## config.mk

```make
export PLATFORM = sky130hd
export DESIGN_NAME = udp_tx_gmii
export DESIGN_NICKNAME = d
export VERILOG_FILES = /design/src/rtl/udp_tx_pkg.sv /design/src/rtl/udp_tx_timer.sv /design/src/rtl/udp_tx_csum.sv /design/src/rtl/udp_tx_crc.sv /design/src/rtl/udp_tx_gmii.sv
export SDC_FILE = /design/constraint.sdc
export NUM_CORES = 1
export LEC_CHECK = 0
export BUFFER_PORTS_ARGS = -buffer_cell sky130_fd_sc_hd__buf_2
export CORE_ASPECT_RATIO = 1.25
export CORE_MARGIN = 3
export CORE_UTILIZATION = 45
export DETAILED_ROUTE_END_ITERATION = 7
export PLACE_DENSITY_LB_ADDON = 0.05
export SLEW_MARGIN = 20
export SYNTH_ARGS = -nofsm -noshare
export SYNTH_HDL_FRONTEND = slang
export SYNTH_SLANG_ARGS = --single-unit
export TNS_END_PERCENT = 30
```

## constraint.sdc

```tcl
create_clock -name clk -period 19.8 [get_ports clk]
set_input_delay 0 -clock clk [delete_from_list [all_inputs] [get_ports clk]]
set_output_delay 0 -clock clk [all_outputs]
set_load 0.05 [all_outputs]
```

## src/rtl/udp_tx_pkg.sv

```systemverilog
package udp_tx_pkg;

   typedef enum logic [2:0] {
      ST_IDLE,
      ST_START,
      ST_WAIT,
      ST_PRE,
      ST_HDR,
      ST_PAY,
      ST_FCS
   } tx_state_t;

   localparam int PRE_BYTES = 8;
   localparam int HDR_BYTES = 42;
   localparam int MIN_BODY  = 18;
   localparam int FCS_BYTES = 4;
   localparam int IP_UDP_HDR = 28;
   localparam int UDP_HDR   = 8;

   function automatic logic [31:0] crc32_step(input logic [31:0] c_in, input logic [7:0] d);
      logic [31:0] c;
      c = c_in ^ {24'h0, d};
      for (int b = 0; b < 8; b++) begin
         c = c[0] ? ((c >> 1) ^ 32'hEDB88320) : (c >> 1);
      end
      return c;
   endfunction

endpackage

```

## src/rtl/udp_tx_timer.sv

```systemverilog
module udp_tx_timer #(
   parameter int unsigned         TMR_W  = 32,
   parameter logic [TMR_W-1:0]    PERIOD = 32'h00400000
) (
   input  logic clk,
   input  logic rst_n,
   input  logic run,
   output logic hit
);
   logic [TMR_W-1:0] tcount;

   assign hit = run && (tcount == PERIOD);

   always_ff @(posedge clk) begin
      if (!rst_n)              tcount <= '0;
      else if (!run || hit)    tcount <= '0;
      else                     tcount <= tcount + 1'b1;
   end
endmodule

```

## src/rtl/udp_tx_csum.sv

```systemverilog
module udp_tx_csum (
   input  logic [15:0] total_len,
   input  logic [31:0] src_ip,
   input  logic [31:0] dst_ip,
   output logic [15:0] csum
);
   logic [31:0] acc;
   logic [16:0] fold1;
   logic [15:0] fold2;

   always_comb begin
      acc = 32'h0000_4500 + {16'h0, total_len} + 32'h0000_4011
          + {16'h0, src_ip[31:16]} + {16'h0, src_ip[15:0]}
          + {16'h0, dst_ip[31:16]} + {16'h0, dst_ip[15:0]};
      fold1 = {1'b0, acc[15:0]} + {1'b0, acc[31:16]};
      fold2 = fold1[15:0] + {15'h0, fold1[16]};
      csum  = ~fold2;
   end
endmodule

```

## src/rtl/udp_tx_crc.sv

```systemverilog
module udp_tx_crc
   import udp_tx_pkg::*;
(
   input  logic        clk,
   input  logic        rst_n,
   input  logic        init,
   input  logic        en,
   input  logic [7:0]  data,
   output logic [31:0] crc
);
   always_ff @(posedge clk) begin
      if (!rst_n || init) crc <= 32'hFFFF_FFFF;
      else if (en)        crc <= crc32_step(crc, data);
   end

   assert_crc_seed_R9: assert property (@(posedge clk) disable iff (!rst_n)
      init |=> (crc == 32'hFFFF_FFFF));
endmodule

```

## src/rtl/udp_tx_gmii.sv

```systemverilog
module udp_tx_gmii
   import udp_tx_pkg::*;
#(
   parameter int unsigned      LEN_W  = 11,
   parameter int unsigned      TMR_W  = 32,
   parameter logic [TMR_W-1:0] PERIOD = 32'h00400000
) (
   input  logic             clk,
   input  logic             rst_n,
   input  logic             buf_ready,
   input  logic [LEN_W-1:0] pay_len,
   output logic [LEN_W-1:0] pay_idx,
   input  logic [7:0]       pay_byte,
   input  logic [47:0]      dst_mac,
   input  logic [47:0]      src_mac,
   input  logic [31:0]      src_ip,
   input  logic [31:0]      dst_ip,
   input  logic [15:0]      src_port,
   input  logic [15:0]      dst_port,
   output logic [7:0]       txd,
   output logic             tx_en
);
   localparam int CNT_W    = (LEN_W > 6) ? LEN_W : 6;
   localparam int HDR_BITS = HDR_BYTES * 8;

   if (PERIOD < 12) begin : g_bad_period
      $error("PERIOD must leave at least 12 idle byte times");
   end
   if (LEN_W < 5 || LEN_W > 15) begin : g_bad_len
      $error("LEN_W must lie between 5 and 15");
   end

   tx_state_t        state;
   logic [CNT_W-1:0] cnt;
   logic [LEN_W-1:0] len_q;
   logic [15:0]      csum_q, csum_c;
   logic [15:0]      ip_len, udp_len;
   logic [31:0]      crc_q, fcs;
   logic [7:0]       cur_byte;
   logic             cur_en, timer_hit;
   logic [CNT_W-1:0] body_last;
   logic [HDR_BITS-1:0] hdr;

   udp_tx_timer #(.TMR_W(TMR_W), .PERIOD(PERIOD)) u_timer (
      .clk(clk), .rst_n(rst_n), .run(state == ST_IDLE), .hit(timer_hit));

   udp_tx_csum u_csum (
      .total_len(16'(pay_len) + 16'(IP_UDP_HDR)),
      .src_ip(src_ip), .dst_ip(dst_ip), .csum(csum_c));

   udp_tx_crc u_crc (
      .clk(clk), .rst_n(rst_n), .init(state == ST_PRE),
      .en(state == ST_HDR || state == ST_PAY), .data(cur_byte), .crc(crc_q));

   assign ip_len    = 16'(len_q) + 16'(IP_UDP_HDR);
   assign udp_len   = 16'(len_q) + 16'(UDP_HDR);
   assign fcs       = ~crc_q;
   assign body_last = (CNT_W'(len_q) < CNT_W'(MIN_BODY)) ? CNT_W'(MIN_BODY - 1)
                                                          : CNT_W'(len_q) - 1'b1;
   assign hdr = {dst_mac, src_mac, 16'h0800,
                 8'h45, 8'h00, ip_len, 16'h0000, 16'h0000, 8'h40, 8'h11, csum_q,
                 src_ip, dst_ip,
                 src_port, dst_port, udp_len, 16'h0000};
   assign pay_idx = (state == ST_PAY) ? cnt[LEN_W-1:0] : '0;

   always_comb begin
      cur_byte = 8'h00;
      cur_en   = 1'b0;
      case (state)
         ST_PRE: begin
            cur_en   = 1'b1;
            cur_byte = (cnt == CNT_W'(PRE_BYTES - 1)) ? 8'hD5 : 8'h55;
         end
         ST_HDR: begin
            cur_en   = 1'b1;
            cur_byte = hdr[HDR_BITS - 1 - 8 * int'(cnt) -: 8];
         end
         ST_PAY: begin
            cur_en   = 1'b1;
            cur_byte = (cnt < CNT_W'(len_q)) ? pay_byte : 8'h00;
         end
         ST_FCS: begin
            cur_en   = 1'b1;
            cur_byte = fcs[8 * int'(cnt[1:0]) +: 8];
         end
         default: ;
      endcase
   end

   always_ff @(posedge clk) begin
      if (!rst_n) begin
         state  <= ST_IDLE;
         cnt    <= '0;
         len_q  <= '0;
         csum_q <= '0;
         txd    <= 8'h00;
         tx_en  <= 1'b0;
      end else begin
         txd   <= cur_byte;
         tx_en <= cur_en;
         case (state)
            ST_IDLE:  if (timer_hit) state <= ST_START;
            ST_START: begin
               len_q  <= pay_len;
               csum_q <= csum_c;
               state  <= ST_WAIT;
            end
            ST_WAIT: if (buf_ready) begin
               state <= ST_PRE;
               cnt   <= '0;
            end
            ST_PRE: begin
               cnt <= cnt + 1'b1;
               if (cnt == CNT_W'(PRE_BYTES - 1)) begin
                  state <= ST_HDR;
                  cnt   <= '0;
               end
            end
            ST_HDR: begin
               cnt <= cnt + 1'b1;
               if (cnt == CNT_W'(HDR_BYTES - 1)) begin
                  state <= ST_PAY;
                  cnt   <= '0;
               end
            end
            ST_PAY: begin
               cnt <= cnt + 1'b1;
               if (cnt == body_last) begin
                  state <= ST_FCS;
                  cnt   <= '0;
               end
            end
            ST_FCS: begin
               cnt <= cnt + 1'b1;
               if (cnt == CNT_W'(FCS_BYTES - 1)) begin
                  state <= ST_IDLE;
                  cnt   <= '0;
               end
            end
            default: state <= ST_IDLE;
         endcase
      end
   end

   // run of low enable cycles, saturating, for the gap check
   logic [3:0] low_run;
   always_ff @(posedge clk) begin
      if (!rst_n)               low_run <= 4'hF;
      else if (tx_en)           low_run <= 4'h0;
      else if (low_run != 4'hF) low_run <= low_run + 1'b1;
   end

   assert_min_gap_R2: assert property (@(posedge clk) disable iff (!rst_n)
      $rose(tx_en) |-> (low_run >= 4'd12));

   assert_wait_gate_R3: assert property (@(posedge clk) disable iff (!rst_n)
      (state == ST_PRE && $past(state) == ST_WAIT) |-> $past(buf_ready));

   assert_pre_first_R4: assert property (@(posedge clk) disable iff (!rst_n)
      $rose(tx_en) |-> (txd == 8'h55));

   assert_en_drop_R10: assert property (@(posedge clk) disable iff (!rst_n)
      $fell(tx_en) |-> ($past(state) == ST_IDLE));

   assert_len_hold_R11: assert property (@(posedge clk) disable iff (!rst_n)
      ($past(state) != ST_IDLE && $past(state) != ST_START) |-> $stable(len_q));
endmodule

```

==> impl_metrics.py, run 1 <==
metrics = {
    "timing": {
        "setup_viol": 0,
        "finalMaxSlewViolations": 0,
        "hold_viol": 0,
        "max_freq_mhz": 126,
        "hold_ws_ns": 0.0358,
        "tightest_slew_ns": 1.13,
        "min_period_ns": 7.94,
        "maxSlewHeadroom": 0.247,
        "rsz0062_at_grt": "no",
        "min_period_over_period": 0.401,
        "fin_setup_tns_ns": 0,
        "skew_ns": 0.00734,
    },
    "cells_and_area": {
        "final_cells": 2014,
        "nNetsFinal": 1979,
        "fillCellCount": 2616,
        "utilization": 0.535,
        "syn2layout_area_growth_pct": 15.9,
        "antenna_cells": 0,
        "layout-drive-gt1-share": 0.215,
    },
    "synthesis": {
        "synth.distinct_cells": 96,
        "synth_edf_count": 0,
        "synth_nets": 1781,
        "synth_compound_area_frac": 0.178,
        "netlist_area_um2": 12500,
        "yosysWarningCount": 0,
        "ys_ff_latch": 114,
        "synth_top_family_by_area": "simple AND/OR/NAND/NOR gates",
        "synth_area_per_cell_um2": 8.56,
        "synth_fa_ha_area_frac": 0.136,
        "synthMuxAreaShare": 0.107,
        "yosysSeqAreaShare": 0.183,
        "synth_xor_area_frac": 0.143,
        "synthCells": 1458,
        "synth_ff_type": "dfxtp_1",
        "async_reset_ff_frac": 0,
        "synthSimpleGateAreaFrac": 0.180,
    },
    "global_route": {
        "antenna_found_initial": 0,
        "grt_pass1_wl_um": 66400,
        "grt_max_degree": 62,
        "grt_overflow": 0,
        "grt_pass1_vias": 11400,
        "grt_usage": 0.289,
    },
    "routing": {
        "routed_wl_um": 43300,
        "drt-initial-drc-count": 899,
        "drt-pass1-iter-count": 5,
        "ant_nets": 0,
        "drc": 0,
        "vias_per_cell": 5.80,
        "wl_per_cell_um": 21.5,
        "via_count": 11700,
    },
    "die": {
        "start_util": 0.461,
        "coreArea_um2": 27100,
        "die_w_um": 155,
        "die_area_um2": 29800,
        "die_y_um": 192,
        "rows": 67,
        "io_pins": 234,
    },
    "setup_path": {
        "crit_required_ns": 20.16,
        "slowest_stage": "fa_1",
        "arrival_ns": 8.30,
        "max_stage_delay_ns": 0.55,
        "startpoint_type": "primary input",
        "critPathMaxFanout": 6,
        "critPathCaptureType": "flop",
        "rrSetupSlack_ns": 14.08,
        "crit_type": "primary input to flop",
    },
    "cts": {
        "path_clk_slew_ns": 0.06,
        "cts_buffer_depth": 2,
        "numCtsBuffers": 17,
        "clock-root-buffer": "clkbuf_16",
        "cts_max_level": 4,
        "insertion_delay_ns": 0.43,
        "cts_resized": 0,
        "numClockSinks": 114,
        "tritoncts": "built",
    },
    "power": {
        "p_leak_nw": 6.13,
        "p_per_area_nw_per_um2": 85.5,
        "ir_drop_mv": 0.0710,
    },
    "min_path": {
        "hold_class": "primary input to flop",
    },
    "placement": {
        "gp_congestion": 0.910,
        "dp.cells": 1969,
        "io_buffers": 233,
        "hpwl_um": 34500,
    },
    "outcome": {
        "outcome": "finished clean",
    },
    "run": {
        "cap_violations": 0,
    },
}
-- final cells by class --
type	count	area, µm²	share of cell area
multi-input combinational	1141	9320	0.644
inverter	123	462	0.0319
tap	345	432	0.0298
clock inverter	13	124	0.00856
timing repair buffer	259	1390	0.0963
sequential	114	2290	0.158
clock buffer	19	453	0.0313
-- metrics by stage --
stage	instance area [µm²]	setup slack (ns)	power [W]
4_1_cts	14500	11.94	0.00123
3_3_place_gp	13800	12.26	0.000919
6_report	14500	11.86	0.00124
5_1_grt	14500	11.17	0.00132
2_1_floorplan	12500	12.88	0.000744
3_5_place_dp	13800	12.07	0.000921
-- layer usage --
layer / global-route usage / part of all wire
met5: 0 / 0
met4: 0.124 / 0.045
met3: 0.0325 / 0.057
met2: 0.493 / 0.48
met1: 0.372 / 0.42
-- Yosys cell counts, types with 5 or more instances --
library cell / count / area [µm²]
a211oi_1: 16 / 120
ha_1: 64 / 801
nand2b_1: 18 / 113
clkbuf_1: 42 / 158
and4_1: 6 / 52.6
buf_6: 12 / 135
o21a_1: 7 / 52.6
nor4_1: 13 / 81.3
nand3_1: 42 / 210
mux2_2: 6 / 67.6
and3_1: 19 / 119
nand4_1: 22 / 138
o31ai_1: 6 / 45.0
and2_1: 22 / 138
nor2b_1: 14 / 87.6
dfxtp_1: 114 / 2280
xor2_1: 45 / 394
buf_4: 10 / 75.1
nand3b_1: 5 / 37.5
a22oi_1: 5 / 37.5
a311oi_1: 11 / 96.3
fa_1: 45 / 901
a21oi_1: 83 / 415
xnor2_1: 84 / 736
xnor3_1: 17 / 383
a31oi_1: 22 / 138
mux4_2: 36 / 811
nand2_1: 135 / 507
a21o_1: 10 / 75.1
buf_2: 14 / 70.1
nor3_1: 27 / 135
o21ai_1: 8 / 40.0
o211ai_1: 33 / 248
or3_1: 9 / 56.3
o22ai_1: 9 / 56.3
o21ai_0: 58 / 290
mux2i_1: 46 / 460
inv_1: 123 / 462
nor2_1: 101 / 379
-- placed cells by master (no fill, tap or decap), types with 7 or more instances in the layout --
| master | count |
|---|---|
| buf_2 | 233 |
| nand2_1 | 134 |
| inv_1 | 123 |
| dfxtp_1 | 112 |
| nor2_1 | 100 |
| a21oi_1 | 83 |
| xnor2_1 | 83 |
| ha_1 | 63 |
| o21ai_0 | 58 |
| mux2i_1 | 46 |
| xor2_1 | 45 |
| fa_1 | 45 |
| nand3_1 | 42 |
| mux4_2 | 36 |
| o211ai_1 | 33 |
| nor3_1 | 27 |
| and2_1 | 22 |
| a31oi_1 | 22 |
| nand4_1 | 22 |
| and3_1 | 19 |
| xnor3_1 | 17 |
| nand2b_1 | 17 |
| clkbuf_16 | 17 |
| a211oi_1 | 16 |
| nor2b_1 | 14 |
| nor4_1 | 13 |
| dlygate4sd3_1 | 13 |
| buf_4 | 13 |
| a311oi_1 | 11 |
| a21o_1 | 10 |
| or3_1 | 9 |
| o22ai_1 | 9 |
| o21ai_1 | 8 |
| o21a_1 | 7 |
-- critical path, delay by kind of cell --
family                     cells  cell delay (ns)
adders and majority gates      7             2.35
and+or+nand+nor               12             2.60
AOI/OAI and AO/OA             10             2.01
buffers and inverters          6             0.93
xor gates and xnor gates       2             0.39
-- power breakdown --
| group | leakage, nW | internal [W] | switching, W |
|---|---|---|---|
| Combinational | 4.93 | 0.000270 | 0.000406 |
| Sequential | 0.923 | 0.000239 | 0.0000144 |
| Clock | 0.279 | 0.000181 | 0.000126 |
| Total | 6.13 | 0.000690 | 0.000547 |
-- state kept, by name, summed over array words and instances, names as in the netlist --
signal and count:
u_crc.crc 32, len_q 11, csum_q 16, u_timer.tcount 32, cnt 11, tx_en 1
state 3, txd 8
-- final timing paths --
path                          startpoint                    endpoint  cells past startpoint
setup / recovery              pay_len[2]     csum_q[15]$_SDFFE_PN0P_                     37
hold / removal                 buf_ready       state[0]$_SDFFE_PN0P_                      4
setup reg to reg     cnt[1]$_SDFFE_PN0P_  u_crc.crc[23]$_SDFFE_PP1P_                     13
hold reg to reg   csum_q[3]$_SDFFE_PN0P_      csum_q[3]$_SDFFE_PN0P_                      2
-- timing repair --
action                    in CTS  in global routing
hold endpoints to repair      17                  0
hold buffers                  13                  0
setup buffers                  0                  0
-- logic make-up after synthesis --
logic type	Yosys count
mux	88
compound gates	331
buf+inv	203
flops	114
xor+xnor	159
fa+ha+maj	109
simple gates	454
Power figures use the tool's default switching activity.
==> run 2: changes to the inputs <==
Settings changed: ABC_AREA set to 1.
Clock period 19.8 ns to 7.3 ns, I/O delays scaled along.
==> run 2 against run 1 <==
Net effect: register-to-register slack worse by 12 ns; cell count grew 41%; global-route usage is 4.3 points higher; area after synthesis is 5.0% higher; combinational power increased to 7.1 times the previous value; flip-flop and latch count stayed put; largest power group unchanged; non-clock buffer count up 86; via count increased by 32%.
==> impl_metrics.py, run 2 <==
metrics = {
    "outcome": {
        "outcome": "finished clean",
    },
    "timing": {
        "fin_setup_tns_ns": 0,
        "finalMaxSlewViolations": 0,
        "min_period_over_period": 0.957,
        "setup_viol": 0,
        "rsz0062_at_grt": "yes",
        "skew_ns": 0.00730,
        "maxSlewHeadroom": 0.323,
        "max_freq_mhz": 143,
        "hold_viol": 0,
        "min_period_ns": 6.98,
        "tightest_slew_ns": 1.01,
    },
    "die": {
        "start_util": 0.459,
        "coreArea_um2": 28600,
        "die_area_um2": 31200,
        "io_pins": 234,
        "die_w_um": 159,
        "die_y_um": 197,
        "rows": 69,
    },
    "cells_and_area": {
        "final_common_cell": "nand2_1",
        "layout_common_cells": "621 x nand2_1, 273 x inv_1, 261 x nand3_1, 230 x buf_2, 134 x nor2_1",
        "final_cells": 2834,
        "regArea_um2": 2280,
        "layout-drive-gt1-share": 0.205,
        "fillCellCount": 2968,
        "syn2layout_area_growth_pct": 23.0,
        "multi_input_area_um2": 9530,
        "antenna_cells": 0,
        "reg.largest.list": "u_crc.crc: 32 flops, u_timer.tcount: 32 flops, csum_q: 16 flops",
        "nNetsFinal": 2754,
    },
    "cts": {
        "numCtsBuffers": 17,
        "tritoncts": "built",
        "numClockSinks": 114,
        "insertion_delay_ns": 0.43,
        "clock-root-buffer": "clkbuf_16",
        "cts_max_level": 4,
        "path_clk_slew_ns": 0.06,
        "cts_buffer_depth": 2,
    },
    "global_route": {
        "grt_usage": 0.332,
        "grt_pass1_vias": 14700,
        "antenna_found_initial": 0,
        "grt_max_degree": 48,
        "grt_overflow": 0,
        "grt_pass1_wl_um": 79600,
    },
    "power": {
        "total_power_w": 0.00662,
        "switching_share": 0.548,
        "intPower_w": 0.00299,
        "pwr-share-comb": 0.723,
        "p_per_area_nw_per_um2": 411,
        "switching_power_w": 0.00363,
        "clkPwrFrac": 0.138,
        "seq_power_share": 0.138,
        "ir_drop_mv": 0.230,
        "p_leak_nw": 8.28,
    },
    "setup_path": {
        "crit_type": "primary input to flop",
        "r2r-start": "cnt[2]$_SDFFE_PN0P_",
        "rrSetupSlack_ns": 2.18,
        "critPathMaxFanout": 3,
        "crit_path_frequent_cell": "inv_1",
        "max_stage_delay_ns": 0.53,
        "crit_required_ns": 7.62,
        "startpoint_type": "primary input",
        "r2r-end": "u_crc.crc[25]$_SDFFE_PP1P_",
        "slowest_stage": "dlygate4sd3_1",
        "reg2regPathDepth": 27,
        "startpoint": "pay_len[10]",
        "critPathCaptureType": "flop",
        "arrival_ns": 7.31,
        "endpoint": "csum_q[12]$_SDFFE_PN0P_",
    },
    "routing": {
        "drt-initial-drc-count": 1070,
        "wl_per_cell_um": 18.8,
        "drc": 0,
        "ant_nets": 0,
        "vias_per_cell": 5.42,
        "via_count": 15400,
        "routed_wl_um": 53200,
        "drt-pass1-iter-count": 6,
    },
    "synthesis": {
        "synth_edf_count": 0,
        "synth.distinct_cells": 57,
        "yosysSeqAreaShare": 0.174,
        "synth.top_cells.by_area": "nand2_1 18%, dfxtp_1 17%, nand3_1 10%",
        "async_reset_ff_frac": 0,
        "synth_common_cells": "630 x nand2_1, 286 x inv_1, 264 x nand3_1, 142 x nor2_1, 126 x a21oi_1",
        "synth_nets": 2474,
        "yosysWarningCount": 0,
        "synth_ff_type": "dfxtp_1",
        "synthCells": 2151,
        "synth_area_per_cell_um2": 6.10,
        "netlist_area_um2": 13100,
        "synth_area_leader_cell": "nand2_1",
        "yosysMostFrequentCell": "nand2_1",
        "yosysTopAreaCellShare": 0.180,
        "ys_ff_latch": 114,
    },
    "placement": {
        "dp.cells": 2776,
        "io_buffers": 233,
        "gp_congestion": 0.993,
        "hpwl_um": 41400,
    },
    "min_path": {
        "min_from": "pay_len[1]",
        "hold_class": "primary input to flop",
    },
    "run": {
        "cap_violations": 0,
    },
}
==> run 2: cell count changes after synthesis, moves of 17 or more <==
| cell | change |
|---|---|
| xnor2_1 | -78 |
| inv_1 | +163 |
| and3_1 | -19 |
| nor2_1 | +41 |
| nand2_2 | +25 |
| mux4_2 | -36 |
| mux2i_1 | -46 |
| o21ai_0 | +29 |
| xnor3_1 | -17 |
| nand2b_1 | -17 |
| and2_1 | -21 |
| nand2_1 | +495 |
| nand3_1 | +222 |
| a21oi_1 | +43 |
==> run 2: worst min-delay path by stage <==
| stage | endpoint | slack (ns) | cells after the start |
|---|---|---|---|
| floorplan | len_q[0]$_SDFFE_PN0P_ | 0.15 | 2 |
| global route | txd[0]$_SDFF_PN0_ | 0.06 | 3 |
| CTS | txd[2]$_SDFF_PN0_ | 0.03 | 3 |
| detailed placement | len_q[0]$_SDFFE_PN0P_ | 0.31 | 3 |
| global placement | len_q[0]$_SDFFE_PN0P_ | 0.30 | 3 |
| finish | len_q[1]$_SDFFE_PN0P_ | 0.04 | 4 |
==> run 2: kinds of logic after synthesis <==
kind of cell,synth area share
simple gates,0.404
compound gates,0.121
xor+xnor,0.0490
fa+ha+maj,0.130
flops,0.174
buf+inv,0.122
==> run 2: what timing repair did <==
item / CTS / global route
gates resized for setup: 14 / 68
pin swaps: 10 / 72
setup endpoints to repair: 4 / 11
hold buffers: 15 / 0
gates cloned: 0 / 0
hold endpoints to repair: 15 / 0
setup buffers: 1 / 10
==> run 2: per-layer routing <==
| metal | routed length (µm) | global-route usage | vias to the layer above |
|---|---|---|---|
| li1 | - | - | 7486 |
| met1 | 20100 | 0.381 | 7053 |
| met2 | 26100 | 0.585 | 671 |
| met3 | 3390 | 0.0391 | 161 |
| met4 | 3670 | 0.199 | 0 |
| met5 | 0 | 0 | - |
==> run 2: critical path, delay by kind of cell <==
kind	cells	cell delay [ns]
adders and majority gates	6	2.20
AOI/OAI and AO/OA	5	0.60
and+or+nand+nor	27	2.97
buffers and inverters	13	1.31
xor gates and xnor gates	1	0.19
==> run 2: metrics by stage <==
step	hold slack, ns	setup slack, ns	area (µm²)	utilization
global placement	0.297	-0.545	14900	0.522
finish	0.0399	0.317	16100	0.564
global route	0.0621	-0.326	16100	0.564
detailed placement	0.306	-0.628	14900	0.522
CTS	0.0251	0.00700	15800	0.552
floorplan	0.154	0.0114	13100	-
==> run 2: cell type report <==
type / count / share of cell area
well taps: 390 / 0.0303
clock buffers: 17 / 0.0264
flip-flops and latches: 114 / 0.142
clock inverters: 15 / 0.0128
multi-input cells: 1659 / 0.591
repair buffers: 345 / 0.128
inverters: 294 / 0.0694
==> run 2: power by group through the flow <==
| stage | registers, W | clock network [W] | logic, W |
|---|---|---|---|
| after floorplan | 0.000923 | 0 | 0.00314 |
| after global placement | 0.000922 | 0 | 0.00443 |
| after detailed placement | 0.000923 | 0 | 0.00447 |
| after CTS | 0.000913 | 0.000920 | 0.00454 |
| after global routing | 0.000936 | 0.000945 | 0.00530 |
| final | 0.000916 | 0.000915 | 0.00479 |
